==> src/rtl/aoi_pkg.sv <==
package aoi_pkg;

    localparam int LANES  = 4;
    localparam int TERMS  = 4;
    localparam int WORD_W = 16;
    localparam int CODE_W = 2;
    localparam int TCFG_W = LANES * CODE_W;

    typedef enum logic [CODE_W-1:0] {
        CODE_ZERO = 2'b00,
        CODE_PASS = 2'b01,
        CODE_INV  = 2'b10,
        CODE_ONE  = 2'b11
    } cond_code_e;

    typedef logic [TCFG_W-1:0] term_cfg_t;

    function automatic logic condition_lane(input cond_code_e code, input logic x);
        logic r;
        unique case (code)
            CODE_ZERO: r = 1'b0;
            CODE_PASS: r = x;
            CODE_INV:  r = ~x;
            CODE_ONE:  r = 1'b1;
            default:   r = 1'b0;
        endcase
        return r;
    endfunction

endpackage

==> src/rtl/aoi_term.sv <==
module aoi_term
    import aoi_pkg::*;
(
    input  term_cfg_t         cfg,
    input  logic [LANES-1:0]  lanes,
    output logic              term_o
);

    logic [LANES-1:0] conditioned;

    // lane l uses field bits [2l+1:2l]; lane 3 is input A
    generate
        for (genvar l = 0; l < LANES; l++) begin : g_lane
            cond_code_e code_l;
            assign code_l = cond_code_e'(cfg[CODE_W*l +: CODE_W]);
            assign conditioned[l] = condition_lane(code_l, lanes[l]);
        end
    endgenerate

    assign term_o = &conditioned;

endmodule

==> src/rtl/aoi_unit.sv <==
module aoi_unit
    import aoi_pkg::*;
(
    input  term_cfg_t [TERMS-1:0] term_cfg,
    input  logic [LANES-1:0]      lanes,
    output logic                  y
);

    logic [TERMS-1:0] term_bits;

    generate
        for (genvar t = 0; t < TERMS; t++) begin : g_term
            aoi_term u_term (
                .cfg    (term_cfg[t]),
                .lanes  (lanes),
                .term_o (term_bits[t])
            );
        end
    endgenerate

    assign y = |term_bits;

endmodule

==> src/rtl/aoi_cfg_regs.sv <==
module aoi_cfg_regs
    import aoi_pkg::*;
#(
    parameter int NREGS  = 6,
    parameter int ADDR_W = 3
) (
    input  logic                         clk,
    input  logic                         rst_n,
    input  logic                         cfg_we,
    input  logic [ADDR_W-1:0]            cfg_addr,
    input  logic [WORD_W-1:0]            cfg_wdata,
    output logic [WORD_W-1:0]            cfg_rdata,
    output logic [NREGS-1:0][WORD_W-1:0] regs_q
);

    logic addr_ok;
    assign addr_ok = ({1'b0, cfg_addr} < (ADDR_W+1)'(NREGS));

    always_ff @(posedge clk or negedge rst_n) begin
        if (!rst_n) begin
            regs_q <= '0;
        end else if (cfg_we) begin
            for (int k = 0; k < NREGS; k++) begin
                if (cfg_addr == ADDR_W'(k)) regs_q[k] <= cfg_wdata;
            end
        end
    end

    always_comb begin
        cfg_rdata = '0;
        for (int k = 0; k < NREGS; k++) begin
            if (cfg_addr == ADDR_W'(k)) cfg_rdata = regs_q[k];
        end
    end

    generate
        for (genvar k = 0; k < NREGS; k++) begin : g_chk

            write_lands_chk: assert property (@(posedge clk) disable iff (!rst_n)
                (cfg_we && cfg_addr == ADDR_W'(k)) |=> (regs_q[k] == $past(cfg_wdata)));

            other_word_stable_chk: assert property (@(posedge clk) disable iff (!rst_n)
                (!cfg_we || cfg_addr != ADDR_W'(k)) |=> $stable(regs_q[k]));
        end
    endgenerate


    unmapped_write_chk: assert property (@(posedge clk) disable iff (!rst_n)
        (cfg_we && !addr_ok) |=> $stable(regs_q));

endmodule

==> src/rtl/aoi_logic_top.sv <==
module aoi_logic_top
    import aoi_pkg::*;
#(
    parameter int UNITS = 3,
    localparam int NREGS  = 2 * UNITS,
    localparam int ADDR_W = $clog2(UNITS) + 1
) (
    input  logic                    clk,
    input  logic                    rst_n,
    input  logic                    cfg_we,
    input  logic [ADDR_W-1:0]       cfg_addr,
    input  logic [WORD_W-1:0]       cfg_wdata,
    output logic [WORD_W-1:0]       cfg_rdata,
    input  logic [UNITS*LANES-1:0]  sig_in,
    output logic [UNITS-1:0]        fn_out
);

    logic [NREGS-1:0][WORD_W-1:0] regs_q;

    aoi_cfg_regs #(
        .NREGS  (NREGS),
        .ADDR_W (ADDR_W)
    ) u_regs (
        .clk       (clk),
        .rst_n     (rst_n),
        .cfg_we    (cfg_we),
        .cfg_addr  (cfg_addr),
        .cfg_wdata (cfg_wdata),
        .cfg_rdata (cfg_rdata),
        .regs_q    (regs_q)
    );

    generate
        for (genvar u = 0; u < UNITS; u++) begin : g_unit
            term_cfg_t [TERMS-1:0] unit_cfg;

            for (genvar t = 0; t < TERMS; t++) begin : g_map
                if (t % 2 == 0) begin : g_hi
                    assign unit_cfg[t] = regs_q[2*u + t/2][WORD_W-1 -: TCFG_W];
                end else begin : g_lo
                    assign unit_cfg[t] = regs_q[2*u + t/2][TCFG_W-1:0];
                end
            end

            aoi_unit u_unit (
                .term_cfg (unit_cfg),
                .lanes    (sig_in[LANES*u +: LANES]),
                .y        (fn_out[u])
            );


            all_force_one_chk: assert property (@(posedge clk) disable iff (!rst_n)
                (regs_q[2*u] == '1) |-> fn_out[u]);

            all_zero_low_chk: assert property (@(posedge clk) disable iff (!rst_n)
                (regs_q[2*u] == '0 && regs_q[2*u+1] == '0) |-> !fn_out[u]);
        end
    endgenerate

endmodule

==> config.mk <==
export PLATFORM = sky130hd
export DESIGN_NAME = aoi_logic_top
export DESIGN_NICKNAME = d
export VERILOG_FILES = /design/src/rtl/aoi_pkg.sv /design/src/rtl/aoi_term.sv /design/src/rtl/aoi_unit.sv /design/src/rtl/aoi_cfg_regs.sv /design/src/rtl/aoi_logic_top.sv
export SDC_FILE = /design/constraint.sdc
export NUM_CORES = 1
export LEC_CHECK = 0
export ABC_AREA = 1
export BUFFER_PORTS_ARGS = -buffer_cell sky130_fd_sc_hd__buf_2
export CORE_MARGIN = 2
export CORE_UTILIZATION = 45
export DETAILED_ROUTE_END_ITERATION = 10
export HOLD_SLACK_MARGIN = 0.12
export PLACE_DENSITY_LB_ADDON = 0.3
export SLEW_MARGIN = 20
export SYNTH_ARGS = -nofsm -noshare
export SYNTH_HDL_FRONTEND = slang
export SYNTH_SLANG_ARGS = --single-unit
export TNS_END_PERCENT = 5
==> constraint.sdc <==
create_clock -name clk -period 1 [get_ports clk]
set_input_delay 0.1 -clock clk [delete_from_list [all_inputs] [get_ports clk]]
set_output_delay 0.1 -clock clk [all_outputs]
set_load 0.01 [all_outputs]
==> flow_summary_export.csv, run 1 <==
group,metric,value,unit
status,outcome,"finished, violations left",
status,failing_checks,"setup timing",
yosys,synth.cells.most_frequent,"sky130_fd_sc_hd__nand2_1, sky130_fd_sc_hd__o21ai_0, sky130_fd_sc_hd__dfrtp_1",
layout,fin_nets,836,
worst_setup_path,cp.arrival,1370,ps
global_routing,grt_util_met1,34.3,%
placed_design,io_buffers,52,
routing,wl_per_cell,15.4,um
floorplanning,die_y,111,um
yosys,ys_seq_elements,96,
routing,post-route-drc-count,0,
clocking,source_to_sink_clock_delay_at_the_later_pin_of_the_worst_skew_pair,340,ps
power,power.total,11500,uW
sta,finalMaxSlewViolations,0,
sta,timing.slew.headroom,74.3,%
power,power_density_over_the_cells,1750,mW/mm^2
routing,drt_iter0_markers,411,
clocking,number_of_clock_sinks_seen_by_cts,96,
floorplanning,num_io_pins,53,
sta,final.period_utilization,147,%
yosys,asyncSetResetFlopFracSynth,100,%
sta,worst_clock_skew,0,ps
sta,setup_viol_count_final,19,
worst_hold_path,min_delay_path_depth,3,
clocking,clock_tree.buffer_depth,2,
power,power.leakage,0.00326,uW
worst_setup_path,startpoint_type,"register",
yosys,synthesis.nets,727,
yosys,synth_sequential_area_ratio,46.9,%
sta,timing.final.ws_setup,-475,ps
floorplanning,std_cell_rows,38,
floorplanning,die_x,111,um
flow_run,drv_cap,0,
global_routing,gr_peak_layer,"met2",
worst_hold_path,worstHoldPathType,"input pin to register",
layout,drive_above_1_share,24.7,%
power,pwr-share-clk,29.1,%
global_routing,first_global_vias,4809,
sta,final_hold_viol_count,0,
power,comb_power_share,26.1,%
worst_setup_path,critical_path.max_fanout,2,
floorplanning,initial_core_util,46.6,%
yosys,yosysTopAreaCellShare,46.9,%
global_routing,groute.layer.met2.usage,39.6,%
routing,final_antenna_net_count,0,
sta,finalCriticalPeriod,1470,ps
yosys,netlist.top_cell.by_area,"sky130_fd_sc_hd__dfrtp_1",
layout,insertedDiodeCount,0,
sta,max_freq,0.678,GHz
clocking,numCtsBuffers,9,
power,swShare,31.8,%
yosys,synth_cell_type_count,21,
worst_setup_path,endpoint_kind,"output port",
worst_setup_path,critPathKind,"register to output port",
routing,vias,5025,
worst_setup_path,timing.critical_path.required,900,ps
layout,layout_top_registers,"u_regs.regs_q: 96 flops",
clocking,tritoncts,"yes",
yosys,syn-cell-area,0.00512,mm^2
power,p_switching,3650,uW
yosys,cell_with_the_most_instances_after_synthesis,"sky130_fd_sc_hd__nand2_1",
placed_design,finalWeightedCongestion,0.850,
clocking,clk_transition_reported_paths,70,ps
yosys,synth_warnings,0,
sta,grt_setup_unrepaired,"yes",
layout,largest_register_ff_count,96,
power,p_int,7820,uW
yosys,mean_post_synth_cell_area,7.38,um^2
global_routing,overflow,0,
yosys,postSynth.topFlopCell,"sky130_fd_sc_hd__dfrtp_1",
worst_setup_path,worst_reg2reg_path_length_in_cells,3,
power,max-vdd-ir-drop,855,uV
routing,detail_route.vias_per_cell,5.31,
clocking,cts_root_buffer,"sky130_fd_sc_hd__clkbuf_16",
power,power_frac_seq,44.8,%
sta,worstMarginPinSlew,385,ps
sta,worst_hold_margin,125,ps
layout,registers.top_by_ff_count,"u_regs.regs_q",
yosys,post_synth_edffs,0,
global_routing,antenna_found_initial,0,
yosys,synth_area_leaders,"sky130_fd_sc_hd__dfrtp_1, sky130_fd_sc_hd__nand2_1, sky130_fd_sc_hd__o21ai_0",
placed_design,dp_wirelength,10.8,mm
clocking,clock_tree.htree_level_count,3,
layout,finalCoreUtilization,59.6,%
placed_design,numPlacedInstances,927,
layout,nFillCells,994,
global_routing,gr-usage-met3,3.29,%
routing,drt_wl_total,14.6,mm
global_routing,grt_util_all_layers,24.6,%
layout,final_cells,947,
layout,area_growth,27.8,%
global_routing,largest_net_degree_at_the_start_of_global_routing,71,
yosys,postSynthCellCount,693,
routing,drt-pass1-iter-count,5,
floorplanning,design.die.area,0.0122,mm^2
global_routing,grt_first_pass_wirelength,24.3,mm
floorplanning,floorplan.core_area,0.0110,mm^2
## kinds of logic (layout without fill, tap and decap cells)
group	after synthesis	in the layout	synth area share, %
buf+inv	109	223	9.34
flops	96	96	46.9
simple gates	344	344	28.5
compound gates	144	144	15.3
## critical path: stages, from the launching register on
cell and delay, ps:
sky130_fd_sc_hd__dfrtp_1 350, sky130_fd_sc_hd__inv_1 40, sky130_fd_sc_hd__o21ai_0 130, sky130_fd_sc_hd__nand2_1 120, sky130_fd_sc_hd__nor2_1 100, sky130_fd_sc_hd__nor2_1 40, sky130_fd_sc_hd__nand2_1 90, sky130_fd_sc_hd__buf_2 140
## power by group through the flow
stage | sequential [uW] | clock, uW | combinational [uW]
6_report | 5140 | 3340 | 2990
5_1_grt | 5220 | 3520 | 3360
4_1_cts | 5130 | 3360 | 2960
3_5_place_dp | 5190 | 0 | 2840
3_3_place_gp | 5160 | 0 | 2770
2_1_floorplan | 5100 | 0 | 1430
## path summary, 6_finish.rpt
kind                                                  to  slack (ps)                           from
hold / removal             u_regs.regs_q[74]$_DFFE_PN0P_         120                  cfg_wdata[10]
setup reg to reg            u_regs.regs_q[7]$_DFFE_PN0P_         210   u_regs.regs_q[7]$_DFFE_PN0P_
min in group asynchronous   u_regs.regs_q[2]$_DFFE_PN0P_         310                          rst_n
hold reg to reg            u_regs.regs_q[35]$_DFFE_PN0P_         490  u_regs.regs_q[35]$_DFFE_PN0P_
setup / recovery                               fn_out[1]        -470  u_regs.regs_q[51]$_DFFE_PN0P_
max in group asynchronous  u_regs.regs_q[87]$_DFFE_PN0P_         390                          rst_n
## layout make-up
type,count,area (um^2),share of cell area (%)
well taps,140,175,2.68
clock inverters,4,28.8,0.440
inverters,75,294,4.49
clock buffers,12,256,3.92
repair buffers,132,1050,16.1
multi-input cells,488,2330,35.7
flip-flops and latches,96,2400,36.7
## layout by cell type, fill, tap and decap left out, drive strengths merged
cell           n
clkinv         2
dlygate4sd3    4
clkinvlp       2
buf          128
nand3         18
nand4         34
nor2          51
o21ai        144
nor3           3
nand2        238
inv           75
clkbuf        12
dfrtp         96
## metal layers
layer  vias to the layer above  part of all wire [%]
met4                         0                   2.3
met2                       183                    48
met1                      2374                    44
met5                         -                     0
li1                       2445                     -
met3                        23                   5.6
## through the flow
stage	area, um^2	setup WS [ps]	TNS, ps
final	6540	-475	-7990
after global routing	6540	-557	-9280
after CTS	6510	-473	-7990
after detailed placement	6130	-360	-22540
after global placement	6130	-336	-20320
after floorplan	5170	-38.2	-1960
## timing repair
item,CTS,global route
pin swaps,6,11
setup buffers,0,1
setup endpoints to repair,19,20
hold endpoints to repair,99,0
cloned,0,0
gates resized for setup,46,12
hold buffers,4,0
(Power assumes the default switching activity.)
==> inputs of run 2 (changes only) <==
--- a/config.mk
+++ b/config.mk
@@ -16,4 +16,4 @@
 export SYNTH_ARGS = -nofsm -noshare
 export SYNTH_HDL_FRONTEND = slang
 export SYNTH_SLANG_ARGS = --single-unit
-export TNS_END_PERCENT = 5
+export TNS_END_PERCENT = 1
==> run 2 against run 1 <==
Effect of this change: the flow still finishes with violations (setup timing); clock skew unchanged; first-iteration DRC count up 2.4%; power rose by 4.4%; clock power is 13% higher; worst hold slack worse by 11 ps; largest cell class unchanged.
==> flow_summary_export.csv, run 2 (same netlist as run 1, synthesis figures left out) <==
group,metric,value,unit
status,outcome,"finished, violations left",
status,failing_checks,"setup timing",
sta,timing.slew.headroom,75.0,%
worst_hold_path,min_delay_path_depth,3,
sta,finalMaxSlewViolations,0,
power,p_switching,3660,uW
placed_design,dp_wirelength,11.0,mm
sta,final_hold_viol_count,0,
worst_setup_path,critical_path.max_fanout,3,
sta,setup_viol_count_final,19,
clocking,number_of_clock_sinks_seen_by_cts,96,
floorplanning,design.die.area,0.0122,mm^2
layout,drive_above_1_share,25.1,%
placed_design,io_buffers,52,
layout,regArea,0.00240,mm^2
clocking,clock_tree.htree_level_count,3,
layout,area_growth,30.3,%
worst_setup_path,timing.critical_path.required,900,ps
sta,grt_setup_unrepaired,"yes",
clocking,cts_root_buffer,"sky130_fd_sc_hd__clkbuf_16",
global_routing,overflow,0,
floorplanning,die_y,111,um
layout,final_std_cell_area_no_fill,0.00667,mm^2
sta,timing.final.ws_setup,-476,ps
clocking,tritoncts,"yes",
power,max-vdd-ir-drop,1060,uV
sta,worst_clock_skew,0,ps
global_routing,grt_util_all_layers,24.8,%
routing,drt_iter0_markers,421,
routing,wl_per_cell,15.5,um
placed_design,setup_ws_pre_cts,-290,ps
layout,nFillCells,961,
global_routing,first_global_vias,4854,
sta,worst_hold_margin,114,ps
floorplanning,std_cell_rows,38,
routing,post-route-drc-count,0,
power,swShare,30.6,%
layout,layout.cells.most_common,"sky130_fd_sc_hd__nand2_1",
clocking,numCtsBuffers,9,
floorplanning,num_io_pins,53,
layout,layout_top_registers,"u_regs.regs_q: 96 flops",
layout,registers.top_by_ff_count,"u_regs.regs_q",
power,power_frac_seq,42.8,%
sta,finalCriticalPeriod,1480,ps
global_routing,largest_net_degree_at_the_start_of_global_routing,33,
routing,detail_route.vias_per_cell,5.27,
global_routing,grt_first_pass_wirelength,24.5,mm
sta,final.period_utilization,148,%
layout,fin_nets,841,
sta,fin_setup_tns,-8000,ps
power,power_density_over_the_cells,1800,mW/mm^2
clocking,source_to_sink_clock_delay_at_the_later_pin_of_the_worst_skew_pair,340,ps
sta,max_freq,0.677,GHz
routing,drt-pass1-iter-count,8,
power,power.leakage,0.00333,uW
floorplanning,floorplan.core_area,0.0110,mm^2
routing,drt_wl_total,14.7,mm
placed_design,finalWeightedCongestion,0.895,
sta,worstMarginPinSlew,375,ps
clocking,clk_transition_reported_paths,70,ps
layout,insertedDiodeCount,0,
floorplanning,initial_core_util,46.6,%
worst_setup_path,cp.arrival,1380,ps
placed_design,placed_cell_area,0.00625,mm^2
routing,final_antenna_net_count,0,
layout,largest_register_ff_count,96,
floorplanning,die_x,111,um
worst_setup_path,startpoint_type,"register",
global_routing,antenna_found_initial,0,
layout,commonest_cells_after_routing_fill_and_taps_aside,"sky130_fd_sc_hd__nand2_1, sky130_fd_sc_hd__dfrtp_1, sky130_fd_sc_hd__o21ai_0, sky130_fd_sc_hd__inv_1, sky130_fd_sc_hd__buf_4",
placed_design,numPlacedInstances,935,
worst_setup_path,worst_reg2reg_path_length_in_cells,3,
worst_setup_path,endpoint_kind,"output port",
flow_run,drv_cap,0,
power,p_int,8310,uW
power,pwr-share-clk,31.5,%
layout,final_cells,952,
routing,vias,5021,
power,comb_power_share,25.7,%
worst_hold_path,worstHoldPathType,"input pin to register",
layout,multi_input_comb_area,0.00233,mm^2
worst_setup_path,critPathKind,"register to output port",
clocking,clock_tree.buffer_depth,2,
[run 2: cell types whose count changed in the layout (fill, tap and decap cells not counted), sizes merged]
| cell | previous run | this run |
|---|---|---|
| buf | 128 | 136 |
| dlygate4sd3 | 4 | 1 |
| bufinv | 0 | 2 |
| clkinvlp | 2 | 0 |
| clkbuf | 12 | 13 |
| clkinv | 2 | 1 |
[run 2: worst paths after layout]
kind,start,endpoint,slack [ps]
min reg2reg,u_regs.regs_q[47]$_DFFE_PN0P_,u_regs.regs_q[47]$_DFFE_PN0P_,490
max in group asynchronous,rst_n,u_regs.regs_q[80]$_DFFE_PN0P_,310
max reg2reg,u_regs.regs_q[88]$_DFFE_PN0P_,u_regs.regs_q[88]$_DFFE_PN0P_,190
min in group asynchronous,rst_n,u_regs.regs_q[17]$_DFFE_PN0P_,210
min,cfg_wdata[9],u_regs.regs_q[73]$_DFFE_PN0P_,110
max,u_regs.regs_q[27]$_DFFE_PN0P_,cfg_rdata[11],-480
[run 2: final cells by class]
type,count,area share (%)
multi-input combinational,488,35.0
inverter,75,4.41
sequential,96,36.0
tap,140,2.63
clock buffer,13,3.75
clock inverter,3,0.975
timing repair buffer,137,17.2
[run 2: worst max-delay path: stages, from the launching register on]
cell and delay [ps]:
sky130_fd_sc_hd__dfrtp_1 420, sky130_fd_sc_hd__nand4_1 110, sky130_fd_sc_hd__nand2_1 80, sky130_fd_sc_hd__nor2_1 110
sky130_fd_sc_hd__nand4_1 130, sky130_fd_sc_hd__buf_2 170
[run 2: metal layers]
layer,part of all wire [%],global-route usage (%)
met5,0,0
met4,2.0,7.25
met3,6.1,4.01
met2,48,40.2
met1,44,34.5
[run 2: what timing repair did]
action / CTS / global route
hold buffers: 1 / 0
pin swaps: 6 / 7
buffers inserted: 1 / 0
endpoints found under the setup margin: 19 / 19
hold endpoints to repair: 96 / 0
gates cloned: 0 / 0
resized for setup: 47 / 15
[run 2: power by group through the flow]
| stage | Clock [uW] | Sequential [uW] | Combinational (uW) |
|---|---|---|---|
| after detailed placement | 0 | 5180 | 2930 |
| after global routing | 3930 | 5220 | 3450 |
| after floorplan | 0 | 5100 | 1430 |
| after CTS | 3750 | 5120 | 3050 |
| final | 3770 | 5130 | 3070 |
| after global placement | 0 | 5160 | 2830 |
[run 2: metrics by stage]
step / power, uW / util (%)
floorplan: 6520 / -
global placement: 7990 / 56.9
detailed placement: 8110 / 56.9
CTS: 11900 / 60.5
global route: 12600 / 60.7
finish: 12000 / 60.7
==> inputs of run 3 (changes only) <==
--- a/config.mk
+++ b/config.mk
@@ -5,7 +5,6 @@
 export SDC_FILE = /design/constraint.sdc
 export NUM_CORES = 1
 export LEC_CHECK = 0
-export ABC_AREA = 1
 export BUFFER_PORTS_ARGS = -buffer_cell sky130_fd_sc_hd__buf_2
 export CORE_MARGIN = 2
 export CORE_UTILIZATION = 45
==> run 3 against run 2 <==
Effect of this change: the run still ends with setup timing left; sequential share of layout area increased by 0.36 points; sequential cell count unchanged; non-clock buffer count increased by 26; global-route usage fell by 1.2 points; first-iteration DRC count shrank 62%; clock skew unchanged; fmax down 23%; register-to-register slack worse by 110 ps.
==> flow_summary_export.csv, run 3 <==
group,metric,value,unit
worst_setup_path,critical_path.reg2reg.startpoint,"u_regs.regs_q[6]$_DFFE_PN0P_",
clocking,clk_transition_reported_paths,90,ps
layout,drive_above_1_share,60.7,%
placed_design,numPlacedInstances,612,
power,max-vdd-ir-drop,884,uV
layout,registers.top_by_ff_count,"u_regs.regs_q",
layout,final_std_cell_area_no_fill,0.00660,mm^2
layout,commonest_cells_after_routing_fill_and_taps_aside,"sky130_fd_sc_hd__dfrtp_1, sky130_fd_sc_hd__mux2_2, sky130_fd_sc_hd__buf_4, sky130_fd_sc_hd__mux2i_1, sky130_fd_sc_hd__buf_2",
clocking,number_of_clock_sinks_seen_by_cts,96,
global_routing,first_global_vias,3798,
sta,setup_viol_count_final,19,
sta,worst_clock_skew,0,ps
sta,timing.final.ws_setup,-925,ps
yosys,synth_cell_type_count,19,
placed_design,placed_cell_area,0.00610,mm^2
floorplanning,design.die.area,0.0120,mm^2
layout,fin_nets,535,
layout,nFillCells,862,
clocking,cts_root_buffer,"sky130_fd_sc_hd__clkbuf_8",
yosys,syn-cell-area,0.00503,mm^2
layout,layout_top_registers,"u_regs.regs_q: 96 flops",
layout,insertedDiodeCount,0,
worst_setup_path,critPathKind,"register to output port",
worst_setup_path,startpoint_type,"register",
placed_design,setup_ws_pre_cts,-600,ps
sta,finalCriticalPeriod,1930,ps
routing,post-route-drc-count,0,
yosys,netlist.top_cell.by_area,"sky130_fd_sc_hd__dfrtp_1",
floorplanning,die_y,110,um
sta,finalMaxSlewViolations,0,
routing,drt_iter0_markers,162,
layout,area_growth,31.3,%
sta,timing.slew.headroom,70.9,%
yosys,mean_post_synth_cell_area,14.0,um^2
yosys,ys_seq_elements,96,
worst_setup_path,cp.arrival,1830,ps
flow_run,drv_cap,0,
worst_setup_path,endpoint_kind,"output port",
yosys,postSynthCellCount,360,
yosys,yosysTopAreaCellShare,47.8,%
layout,layout.cells.most_common,"sky130_fd_sc_hd__dfrtp_1",
global_routing,grt_util_all_layers,23.6,%
sta,fin_setup_tns,-14380,ps
worst_setup_path,worst_reg2reg_path_length_in_cells,2,
power,power.leakage,0.00309,uW
global_routing,overflow,0,
power,power_density_over_the_cells,1820,mW/mm^2
placed_design,dp_wirelength,9.81,mm
clocking,numCtsBuffers,9,
status,failing_checks,"setup timing",
global_routing,largest_net_degree_at_the_start_of_global_routing,63,
routing,wl_per_cell,20.2,um
yosys,synth_warnings,0,
sta,grt_setup_unrepaired,"yes",
clocking,source_to_sink_clock_delay_at_the_later_pin_of_the_worst_skew_pair,360,ps
routing,final_antenna_net_count,0,
power,power.total,12000,uW
worst_setup_path,timing.critical_path.required,900,ps
placed_design,finalWeightedCongestion,0.834,
sta,final_hold_viol_count,0,
yosys,synthesis.nets,394,
clocking,clock_tree.htree_level_count,3,
clocking,tritoncts,"yes",
worst_setup_path,crit-reg2reg-capture,"u_regs.regs_q[6]$_DFFE_PN0P_",
routing,drt_wl_total,13.0,mm
floorplanning,std_cell_rows,38,
global_routing,antenna_found_initial,0,
floorplanning,num_io_pins,53,
sta,worstMarginPinSlew,436,ps
worst_hold_path,worstHoldPathType,"input pin to async pin",
floorplanning,floorplan.core_area,0.0109,mm^2
sta,max_freq,0.519,GHz
worst_setup_path,ff2ff_setup_slack,80,ps
sta,final.period_utilization,193,%
global_routing,grt_first_pass_wirelength,20.6,mm
placed_design,io_buffers,52,
clocking,clock_tree.buffer_depth,2,
yosys,synth.cells.most_frequent,"sky130_fd_sc_hd__dfrtp_1, sky130_fd_sc_hd__mux2_2, sky130_fd_sc_hd__mux2i_1",
yosys,synth_area_leaders,"sky130_fd_sc_hd__dfrtp_1, sky130_fd_sc_hd__mux2_2, sky130_fd_sc_hd__mux2i_1",
yosys,postSynth.topFlopCell,"sky130_fd_sc_hd__dfrtp_1",
layout,final_cells,646,
yosys,synth_sequential_area_ratio,47.8,%
yosys,asyncSetResetFlopFracSynth,100,%
floorplanning,die_x,110,um
worst_setup_path,critical_path.max_fanout,2,
routing,detail_route.vias_per_cell,5.41,
status,outcome,"finished, violations left",
floorplanning,initial_core_util,46.2,%
routing,drt-pass1-iter-count,4,
layout,largest_register_ff_count,96,
routing,vias,3494,
yosys,post_synth_edffs,0,
[run 3: changes by cell type after synthesis, sizes merged, moves of 18 or more]
cell and delta:
inv -59, mux2 +96, mux2i +64, nand2 -237, nand3 -18, nand4 -34, nor2 -51, o21ai -144
[run 3: metal layers]
metal,track usage [%],share of wire [%],up-vias
met5,0,0,-
met4,9.31,2.5,0
met3,2.96,2.9,20
met2,39.2,51,57
met1,31.5,43,1798
li1,-,-,1619
[run 3: cell type report]
type	instances	area, um^2	share of cell area (%)
Clock buffer	11	151	2.29
Clock inverter	5	55.1	0.834
Inverter	16	60.1	0.909
Multi-Input combinational cell	215	2480	37.6
Sequential cell	96	2400	36.4
Tap cell	140	175	2.65
Timing Repair Buffer	163	1280	19.4
[run 3: timing repair]
item | in CTS | in global routing
endpoints found under the hold margin | 189 | 0
pin swaps | 2 | 0
resized for setup | 28 | 17
hold buffers | 17 | 0
endpoints found under the setup margin | 35 | 29
buffers inserted | 1 | 0
[run 3: metrics by stage]
step                hold slack, ps  util [%]
floorplan                     -196         -
global placement               129      56.0
detailed placement             138      56.0
CTS                            282      60.3
global route                   307      60.7
finish                         269      60.7
[run 3: power breakdown]
part / leakage (uW) / internal [uW] / total (uW) / switching, uW
Clock: 0.000101 / 1280 / 2650 / 1360
Combinational: 0.00184 / 2460 / 4060 / 1600
Sequential: 0.00115 / 4740 / 5330 / 592
Total: 0.00309 / 8480 / 12000 / 3560
[run 3: worst max-delay path, stage by stage (launching register included)]
cell and delay (ps):
sky130_fd_sc_hd__dfrtp_1 420, sky130_fd_sc_hd__mux2i_2 210, sky130_fd_sc_hd__nor4_1 70, sky130_fd_sc_hd__or4_1 580, sky130_fd_sc_hd__buf_2 170
[run 3: cell families after synthesis]
kind of cell           synth area share (%)
multiplexers                           41.4
buffers and inverters                  4.83
AO/OA/AOI/OAI                          1.99
AND/OR/NAND/NOR                        4.03
flip-flops                             47.8
[run 3: how the worst max path moves through the flow]
stage | from | end | slack (ps) | cells after the start
finish | u_regs.regs_q[13]$_DFFE_PN0P_ | fn_out[0] | -930 | 4
global route | u_regs.regs_q[19]$_DFFE_PN0P_ | fn_out[0] | -940 | 4
CTS | u_regs.regs_q[17]$_DFFE_PN0P_ | fn_out[0] | -910 | 4
detailed placement | u_regs.regs_q[28]$_DFFE_PN0P_ | fn_out[0] | -600 | 4
global placement | sig_in[3] | fn_out[0] | -570 | 6
floorplan | cfg_addr[0] | u_regs.regs_q[10]$_DFFE_PN0P_ | -320 | 4
